===== src/rtl/pec_pkg.sv =====
package pec_pkg;
  localparam int DUTY_W = 17;
  localparam int CTR_W  = 16;
  localparam int SCALE_SH = 16;

  typedef enum logic [0:0] {
    ST_IDLE = 1'b0,
    ST_DIV  = 1'b1
  } pec_state_e;
endpackage


===== src/rtl/pec_period_div.sv =====
module pec_period_div #(
  parameter int CW = 32,
  localparam int NB = CW + 1,
  localparam int CNTW = $clog2(NB + 1)
) (
  input  logic          clk_i,
  input  logic          rst_ni,
  input  logic          load_i,
  input  logic [NB-1:0] num_i,
  input  logic [CW-1:0] den_i,
  output logic          valid_o,
  output logic [NB-1:0] quot_o
);
  logic [NB-1:0]   q_q, q_n;
  logic [CW-1:0]   rem_q, rem_n;
  logic [CW-1:0]   den_q, den_n;
  logic [CNTW-1:0] cnt_q, cnt_n;
  logic            valid_q, valid_n;

  logic [CW:0] shifted;
  logic [CW:0] diff;
  logic        ge;

  always_comb begin
    shifted = {rem_q, q_q[NB-1]};
    ge      = shifted >= {1'b0, den_q};
    diff    = shifted - {1'b0, den_q};
  end

  always_comb begin
    q_n     = q_q;
    rem_n   = rem_q;
    den_n   = den_q;
    cnt_n   = cnt_q;
    valid_n = 1'b0;
    if (load_i) begin
      q_n   = num_i;
      rem_n = '0;
      den_n = den_i;
      cnt_n = CNTW'(NB);
    end else if (cnt_q != '0) begin
      q_n     = {q_q[NB-2:0], ge};
      rem_n   = ge ? CW'(diff) : CW'(shifted);
      cnt_n   = cnt_q - 1'b1;
      valid_n = (cnt_q == CNTW'(1));
    end
  end

  always_ff @(posedge clk_i or negedge rst_ni) begin
    if (!rst_ni) begin
      q_q     <= '0;
      rem_q   <= '0;
      den_q   <= '0;
      cnt_q   <= '0;
      valid_q <= 1'b0;
    end else begin
      q_q     <= q_n;
      rem_q   <= rem_n;
      den_q   <= den_n;
      cnt_q   <= cnt_n;
      valid_q <= valid_n;
    end
  end

  assign valid_o = valid_q;
  assign quot_o  = q_q;

  // remainder of a finished division is below the divisor
  a_r1_rem_below_den: assert property (@(posedge clk_i) disable iff (!rst_ni)
    valid_q |-> (rem_q < den_q));
  // the rounded quotient always fits in the period width
  a_r1_quot_fits: assert property (@(posedge clk_i) disable iff (!rst_ni)
    valid_q |-> !q_q[NB-1]);
endmodule


===== src/rtl/pec_center_clamp.sv =====
module pec_center_clamp
  import pec_pkg::*;
(
  input  logic [DUTY_W-1:0] duty_i,
  input  logic [CTR_W-1:0]  center_i,
  output logic [CTR_W-1:0]  center_o
);
  logic [CTR_W-1:0] half;
  logic [CTR_W:0]   reach;

  always_comb begin
    half  = duty_i[DUTY_W-1:1];
    reach = {1'b0, center_i} + {1'b0, half};
    if (reach[CTR_W]) begin
      center_o = {CTR_W{1'b1}} - half;
    end else if (center_i < half) begin
      center_o = half;
    end else begin
      center_o = center_i;
    end
  end
endmodule


===== src/rtl/pec_edge_math.sv =====
module pec_edge_math
  import pec_pkg::*;
#(
  parameter int CW = 32,
  localparam int PDW = CW + DUTY_W,
  localparam int PCW = CW + CTR_W
) (
  input  logic [CW-1:0]     period_i,
  input  logic [DUTY_W-1:0] duty_i,
  input  logic [CTR_W-1:0]  center_i,
  output logic [CW-1:0]     rise_o,
  output logic [CW-1:0]     fall_o
);
  logic [PDW-1:0] prod_w;
  logic [PCW-1:0] prod_c;
  logic [CW-1:0]  width;
  logic [CW-1:0]  mid;
  logic [CW-1:0]  lead;

  always_comb begin
    prod_w = {{DUTY_W{1'b0}}, period_i} * {{CW{1'b0}}, duty_i};
    prod_c = {{CTR_W{1'b0}}, period_i} * {{CW{1'b0}}, center_i};
    width  = CW'(prod_w >> SCALE_SH);
    mid    = CW'(prod_c >> SCALE_SH);
    lead   = mid - (width >> 1);
    if (duty_i[DUTY_W-1]) begin
      rise_o = '0;
      fall_o = period_i;
    end else begin
      rise_o = lead;
      fall_o = lead + width;
    end
  end
endmodule


===== src/rtl/pwm_edge_calc.sv =====
module pwm_edge_calc
  import pec_pkg::*;
#(
  parameter int CW  = 32,
  parameter int PSW = 4,
  localparam int NB = CW + 1
) (
  input  logic              clk_i,
  input  logic              rst_ni,
  input  logic              start_i,
  input  logic [CW-1:0]     src_clk_i,
  input  logic [PSW-1:0]    presc_i,
  input  logic [CW-1:0]     freq_i,
  input  logic [DUTY_W-1:0] duty_i,
  input  logic [CTR_W-1:0]  center_i,
  output logic [CW-1:0]     period_o,
  output logic [CW-1:0]     rise_o,
  output logic [CW-1:0]     fall_o,
  output logic              busy_o,
  output logic              done_o
);
  // reset: asserted asynchronously, released on a clock edge
  logic [1:0] rst_sync_q;
  logic       rst_n;

  always_ff @(posedge clk_i or negedge rst_ni) begin
    if (!rst_ni) rst_sync_q <= 2'b00;
    else         rst_sync_q <= {rst_sync_q[0], 1'b1};
  end
  assign rst_n = rst_sync_q[1];

  pec_state_e state_q, state_n;
  logic              cap_en, out_en;
  logic [DUTY_W-1:0] duty_q;
  logic [CTR_W-1:0]  center_q;
  logic [CW-1:0]     freq_eff;
  logic [NB-1:0]     num;
  logic              div_valid;
  logic [NB-1:0]     div_quot;
  logic [CW-1:0]     period_w;
  logic [CTR_W-1:0]  center_used;
  logic [CW-1:0]     rise_w, fall_w;
  logic [CW-1:0]     period_q, rise_q, fall_q;
  logic              done_q, done_n;

  always_comb begin
    freq_eff = (freq_i == '0) ? CW'(1) : freq_i;
    num      = {1'b0, src_clk_i >> presc_i} + {1'b0, (freq_eff - 1'b1) >> 1};
    cap_en   = start_i && (state_q == ST_IDLE);
    out_en   = (state_q == ST_DIV) && div_valid;
    period_w = CW'(div_quot);
  end

  always_comb begin
    state_n = state_q;
    done_n  = 1'b0;
    case (state_q)
      ST_IDLE: if (cap_en) state_n = ST_DIV;
      ST_DIV: if (out_en) begin
        state_n = ST_IDLE;
        done_n  = 1'b1;
      end
      default: state_n = ST_IDLE;
    endcase
  end

  pec_period_div #(.CW(CW)) u_div (
    .clk_i  (clk_i),
    .rst_ni (rst_n),
    .load_i (cap_en),
    .num_i  (num),
    .den_i  (freq_eff),
    .valid_o(div_valid),
    .quot_o (div_quot)
  );

  pec_center_clamp u_clamp (
    .duty_i  (duty_q),
    .center_i(center_q),
    .center_o(center_used)
  );

  // for partial duty the used center keeps the pulse inside the period
  a_r3_center_in_range: assert property (@(posedge clk_i) disable iff (!rst_n)
    (out_en && !duty_q[DUTY_W-1]) |->
      (({1'b0, center_used} + {1'b0, duty_q[DUTY_W-1:1]}) < 17'h10000)
      && (center_used >= duty_q[DUTY_W-1:1]));

  pec_edge_math #(.CW(CW)) u_edges (
    .period_i(period_w),
    .duty_i  (duty_q),
    .center_i(center_used),
    .rise_o  (rise_w),
    .fall_o  (fall_w)
  );

  always_ff @(posedge clk_i or negedge rst_n) begin
    if (!rst_n) begin
      state_q  <= ST_IDLE;
      duty_q   <= '0;
      center_q <= '0;
      period_q <= '0;
      rise_q   <= '0;
      fall_q   <= '0;
      done_q   <= 1'b0;
    end else begin
      state_q <= state_n;
      done_q  <= done_n;
      if (cap_en) begin
        duty_q   <= duty_i;
        center_q <= center_i;
      end
      if (out_en) begin
        period_q <= period_w;
        rise_q   <= rise_w;
        fall_q   <= fall_w;
      end
    end
  end

  assign period_o = period_q;
  assign rise_o   = rise_q;
  assign fall_o   = fall_q;
  assign busy_o   = (state_q != ST_IDLE);
  assign done_o   = done_q;

  // done lasts a single cycle
  a_r7_done_pulse: assert property (@(posedge clk_i) disable iff (!rst_n)
    done_o |=> !done_o);
  // done only follows a busy period
  a_r7_done_after_busy: assert property (@(posedge clk_i) disable iff (!rst_n)
    done_o |-> ($past(busy_o) && !busy_o));
  // a strobe during a run leaves the captured request untouched
  a_r8_hold_request: assert property (@(posedge clk_i) disable iff (!rst_n)
    (busy_o && start_i) |=> ($stable(duty_q) && $stable(center_q)));
  // full duty spans the whole period
  a_r2_full_span: assert property (@(posedge clk_i) disable iff (!rst_n)
    (done_o && duty_q[DUTY_W-1]) |-> (rise_o == '0 && fall_o == period_o));
endmodule


===== config.mk =====
export PLATFORM = sky130hd
export DESIGN_NAME = pwm_edge_calc
export DESIGN_NICKNAME = d
export VERILOG_FILES = /design/src/rtl/pec_pkg.sv /design/src/rtl/pec_period_div.sv /design/src/rtl/pec_center_clamp.sv /design/src/rtl/pec_edge_math.sv /design/src/rtl/pwm_edge_calc.sv
export SDC_FILE = /design/constraint.sdc
export NUM_CORES = 2
export LEC_CHECK = 0
export ABC_AREA = 1
export BUFFER_PORTS_ARGS = -buffer_cell sky130_fd_sc_hd__buf_4
export CAP_MARGIN = 20
export CELL_PAD_IN_SITES_DETAIL_PLACEMENT = 1
export CELL_PAD_IN_SITES_GLOBAL_PLACEMENT = 1
export CORE_AREA = 2 2 432 348
export DETAILED_ROUTE_END_ITERATION = 8
export DIE_AREA = 0 0 434 350
export GPL_TIMING_DRIVEN = 0
export HOLD_SLACK_MARGIN = 0.05
export PLACE_DENSITY_LB_ADDON = 0.1
export SLEW_MARGIN = 0
export SYNTH_ARGS = -nofsm -noshare
export SYNTH_HDL_FRONTEND = slang
export SYNTH_SLANG_ARGS = --single-unit

===== constraint.sdc =====
create_clock -name clk_i -period 11.3 [get_ports clk_i]
set_input_delay 1.13 -clock clk_i [delete_from_list [all_inputs] [get_ports clk_i]]
set_output_delay 1.13 -clock clk_i [all_outputs]
set_load 0.05 [all_outputs]

Word-level counts from Yosys, hierarchy flattened
Index checks and enable logic that the tools add are counted.

word-level totals
  register bits = 237
  input bits = 104
  output and inout port bits = 98
  word-level logic and storage cells = 52

cells by class
  $add $sub $neg = 8
  $mul = 2
  order comparisons = 2
  equality and inequality tests = 1
  shift operators = 1
  mux-type cells = 19
  bitwise gates (word level) = 1
  reductions and logical operators = 5

operators by type and width
  cell                                                                   number
  32-bit two-way mux                                                     6
  33-bit two-way mux                                                     2
  32-bit by 16-bit multiplier with 48-bit output                         1
  32-bit by 17-bit multiplier with 48-bit output                         1
  32-bit by 31-bit adder with 33-bit output                              1
  33-bit by 32-bit >= comparator with 1-bit output                       1
  32-bit adder                                                           1
  32-bit logical NOT                                                     1
  16-bit two-way mux                                                     2
  32-bit by 4-bit >> shifter with 32-bit output                          1
  32-bit by 1-bit subtractor with 32-bit output (second input constant)  1
  32-bit by 31-bit subtractor with 32-bit output                         1
  32-bit subtractor                                                      1
  16-bit by 16-bit adder with 17-bit output                              1
  16-bit less-than comparator                                            1
  16-bit subtractor (first input constant)                               1
  6-bit two-way mux                                                      2
  6-bit by 1-bit == test with 1-bit output (second input constant)       1
  1-bit two-way mux                                                      6
  6-bit nonzero test                                                     1
  6-bit by 1-bit subtractor with 6-bit output (second input constant)    1
  1-bit logical AND                                                      2
  1-bit one-hot mux with 2 select lines                                  1
  2-bit nonzero test                                                     1
  1-bit inverter                                                         1

Logic depth before layout (Yosys ltp)
  depth after elaboration = 7
  mapped depth = 70
  depth with buffers taken out = 67

Cells and area by module
Synthesis repeated with hierarchy kept, for this count alone.

unflattened totals
  cells, all modules = 7770
  area total of the unflattened synthesis = 55004.0 sq um

modules (own cells, without submodules)
  module            times used  cells each  area each (sq um)
  pec_edge_math     1           5042        37214.4
  pwm_edge_calc     1           1458        9361.5
  pec_period_div    1           1055        7195.7
  pec_center_clamp  1           215         1232.4

Worst setup path before layout
OpenSTA, ideal clock, no wires.

  kind = flip-flop to flip-flop
  start point = register duty_q[16]
  end point = register fall_q[30] (netlist: fall_o[30])
  arrival time = 10.577 ns
  slack = 0.588 ns
  stages on the path, launching flop included = 58
  path buffers = 5
  period minus slack after synthesis = 10.712 ns
  cells stage by stage = dfrtp_1 > clkbuf_1 > inv_1 > buf_4 > ha_1 > a21oi_1 > o21ai_0 > nor2_1 > nand2_1 > buf_2 > buf_2 > o211ai_1 > nand2_1 > inv_1 > buf_1 > nor2_1 > fa_1 > inv_1 > [22 not listed] > o21ai_2 > a21oi_1 > o21ai_1 > a21oi_1 > o21ai_1 > a21oi_1 > xor2_1 > inv_1 > ha_1 > nand2_1 > nor2_1 > a211oi_1 > o221ai_1 > a21oi_1 > o21ai_0 > or2_2 > nand3_1 > a31oi_1

on the way
  longest elaborated chain between the ends = 7

RTL lines
  item                                            RTL line                source
  start: declaration                              pwm_edge_calc.sv:34     logic [DUTY_W-1:0] duty_q;
  start signal: assignment                        pwm_edge_calc.sv:110    duty_q <= duty_i;
  16-bit less-than comparator                     pec_center_clamp.sv:16  end else if (center_i < half) begin
  16-bit two-way mux                              pec_center_clamp.sv:16
  16-bit two-way mux                              pec_center_clamp.sv:14  if (reach[CTR_W]) begin
  32-bit by 16-bit multiplier with 48-bit output  pec_edge_math.sv:22     prod_c = {{CTR_W{1'b0}}, period_i} * {{CW{1'b0}}, center_i};
  32-bit by 31-bit subtractor with 32-bit output  pec_edge_math.sv:25     lead = mid - (width >> 1);
  32-bit adder                                    pec_edge_math.sv:31     fall_o = lead + width;
  32-bit two-way mux (*)                          pec_edge_math.sv:26     if (duty_i[DUTY_W-1]) begin
  end signal: assignment                          pwm_edge_calc.sv:116    fall_q <= fall_w;
  end: declaration                                pwm_edge_calc.sv:43     logic [CW-1:0] period_q, rise_q, fall_q;

Mark *: on every way between the ends. The rest lies on a longest branch, timed or not.
A chain may end at the register's enable or synchronous reset.

Worst setup path in the final report
  start point = register duty_q[7]
  end point = register fall_q[27] (netlist: fall_o[27])

on the way
  longest elaborated chain between the ends = 7

RTL lines
  item                                            RTL line
  16-bit less-than comparator                     pec_center_clamp.sv:16
  16-bit two-way mux                              pec_center_clamp.sv:16
  16-bit two-way mux                              pec_center_clamp.sv:14
  32-bit by 16-bit multiplier with 48-bit output  pec_edge_math.sv:22
  32-bit by 31-bit subtractor with 32-bit output  pec_edge_math.sv:25
  32-bit adder (*)                                pec_edge_math.sv:31
  32-bit two-way mux (*)                          pec_edge_math.sv:26

Marked as above.

==> qor.yml <==
outcome:
  outcome: "completed"
global_route:
  antenna_found_initial: 13
  gr-total-overflow: 0
  grt_max_degree: 63
  grt_pass1_vias: 49700
  grt_first_pass_wirelength_microns: 325000
  grt_util_all_layers_pct: 29.1
finish:
  design_area_sq_um: 60500
  fillers: 18000
  fin_nets: 8524
  syn_to_final_growth_pct: 17.8
  layout-drive-gt1-share_pct: 12.2
routing:
  vias: 46700
  ant_nets: 0
  vias_per_cell: 5.09
  wirelength_microns: 217000
  drt-initial-drc-count: 3540
  drtPass1Iterations: 7
  drt_drc_violations_left: 0
  detail_route.wl_per_cell_microns: 23.7
worst_setup_path:
  crit_path_frequent_cell: "fa_1"
  required_ns: 11.82
  endpoint_kind: "flip-flop"
  cpPeakStageDelay_ns: 0.55
  critPathArrivalTime_ns: 11.78
  critPathSlowestCell: "fa_1"
  path_max_fanout: 8
  critical_path_class: "flip-flop to flip-flop"
  rrSetupSlack_ns: 0.04
  cp-start-kind: "flip-flop"
clock_tree:
  tritoncts: "built"
  path_clk_slew_ns: 0.07
  clock-sinks: 237
  ctsHtreeMaxLevel: 1
  cts_made_buffers: 30
  clk_latency_ns: 0.69
  cts_root_buffer: "clkbuf_16"
  postCtsHoldBufs: 0
  clockBufferDepth: 3
yosys:
  synthArstFlopShare_pct: 100
  synth_edf_count: 0
  synth-seq-cells: 237
  synth_nets: 8144
  synthFlopType: "dfrtp_1"
  synth_commonest_cells: "nand2_1 (1689), inv_1 (1533), fa_1 (867)"
  synth.distinct_cells: 64
  ys_top_cells_by_area: "fa_1 (34%), nand2_1 (12%), dfrtp_1 (12%), inv_1 (11%), ha_1 (9.6%)"
  synth_top_cell_by_area: "fa_1"
  avgSynthCellArea_sq_um: 7.57
  yosysMostFrequentCell: "nand2_1"
  synthCells: 6779
  yosys_warnings: 0
  ys_seq_area_share_pct: 11.6
  yosys.area.top_type_share_pct: 33.8
  synth_area_sq_um: 51300
timing:
  setup_viol: 0
  fin_skew_ns: 0.0726
  finalMaxSlewViolations: 0
  layout_min_cycle_time_ns: 11.26
  period_share_pct: 99.7
  maxSlewHeadroom_pct: 20.2
  hold_viol: 0
  worst_pin_slew_ns: 1.20
  hold_slack_ns: 0.148
  setup_ws_ns: 0.0390
  rsz0062_at_grt: "yes"
  final.setup.tns_ns: 0
  fmaxAchievable_ghz: 0.0888
place:
  place_ws_ns: -4.53
  place_area_sq_um: 55500
  hpwl_microns: 184000
  port_buffers: 198
  gp_congestion: 0.903
floorplanning:
  rows: 126
  design.die.area_sq_um: 152000
  start_util_pct: 34.9
  die_height_microns: 350
  pin_count: 202
  core_sq_um: 147000
  die_w_microns: 434
flow_run:
  max_cap_viol_count: 0
min_path:
  min_path_type: "flip-flop to asynchronous set/reset pin"
[state kept, by name (all words and copies together) (netlist names), 2 cells and up]
signal / flops
u_div.quot_o: 33
fall_o: 32
period_o: 32
rise_o: 32
u_div.den_q: 32
u_div.rem_q: 32
duty_q: 17
center_q: 16
u_div.cnt_q: 6
rst_sync_q: 2
[layout by cell type (no fill, tap or decap), drive strengths merged, types with 6 or more instances in the layout]
cell type  instances
nand2           1705
inv             1536
fa               867
nor2             432
buf              429
ha               394
o21ai            346
a21oi            305
clkbuf           252
dfrtp            237
nand3            134
xor2              97
a31oi             64
xnor2             56
o221ai            34
o211ai            30
nor3              30
nand4             25
or2               22
o21a              20
o21bai            20
clkinv            20
a22o              19
a21o              16
nor4              16
mux2i             15
diode              9
clkinvlp           8
a211oi             7
o31ai              6
a21boi             6
[routing by layer]
layer,vias to the layer above,global-route usage (%),share of wire (%)
met1,24200,43.1,47
met2,1175,44.1,43
met3,159,4.83,7.1
met4,2,6.71,2.8
li1,21200,-,-
met5,-,0,0.0064
[per-stage QoR]
step | util [%] | std cells
after floorplan | - | 6779
after global placement | 37.6 | 8961
after detailed placement | 37.7 | 8974
after CTS | 40.3 | 9121
after global routing | 41.1 | 9166
final | 41.1 | 9175
[worst max-delay path: cells and delay by family, from the launching register on]
kind	cells	cell delay (ns)
DFF	1	0.38
adders and majority gates	11	4.55
and+or+nand+nor	17	1.88
buffers and inverters	12	1.57
xor gates and xnor gates	2	0.37
AOI/OAI and AO/OA	14	2.39
[path summary, 6_finish.rpt]
check                               from             to  depth (start not counted)
setup / recovery               duty_q[7]     fall_o[27]                         56
hold / removal             rst_sync_q[1]     rise_o[24]                          0
setup reg to reg               duty_q[7]     fall_o[27]                         56
hold reg to reg            rst_sync_q[1]     rise_o[24]                          0
max in group asynchronous  rst_sync_q[1]     duty_q[16]                          3
min in group clk_i         rst_sync_q[0]  rst_sync_q[1]                          0
[timing repair]
item,in CTS,in global routing
buffers inserted,90,47
gates cloned,2,2
pin swaps,140,139
hold endpoints to repair,0,0
setup endpoints to repair,60,19
resized for setup,415,214
[logic make-up after synthesis]
family | after synthesis | synth area share, %
simple gates | 2367 | 18.3
buf+inv | 1847 | 13.6
fa+ha+maj | 1261 | 43.4
compound gates | 898 | 10.2
flops | 237 | 11.6
xor+xnor | 153 | 2.61
mux | 15 | 0.292
other cells | 1 | 0.00731
[area by class of cell]
type	count	area, sq um	area share, %
Multi-Input combinational cell	4695	40600	67.1
Sequential cell	237	5940	9.82
Inverter	1553	5870	9.71
Timing Repair Buffer	353	2990	4.95
Tap cell	1984	2480	4.10
Buffer	289	1540	2.54
Clock buffer	40	858	1.42
Clock inverter	15	216	0.358
Antenna cell	9	22.5	0.0372
Power is not shown: default switching activity piles up to over one toggle a cycle in this logic, so the estimate is an artifact.
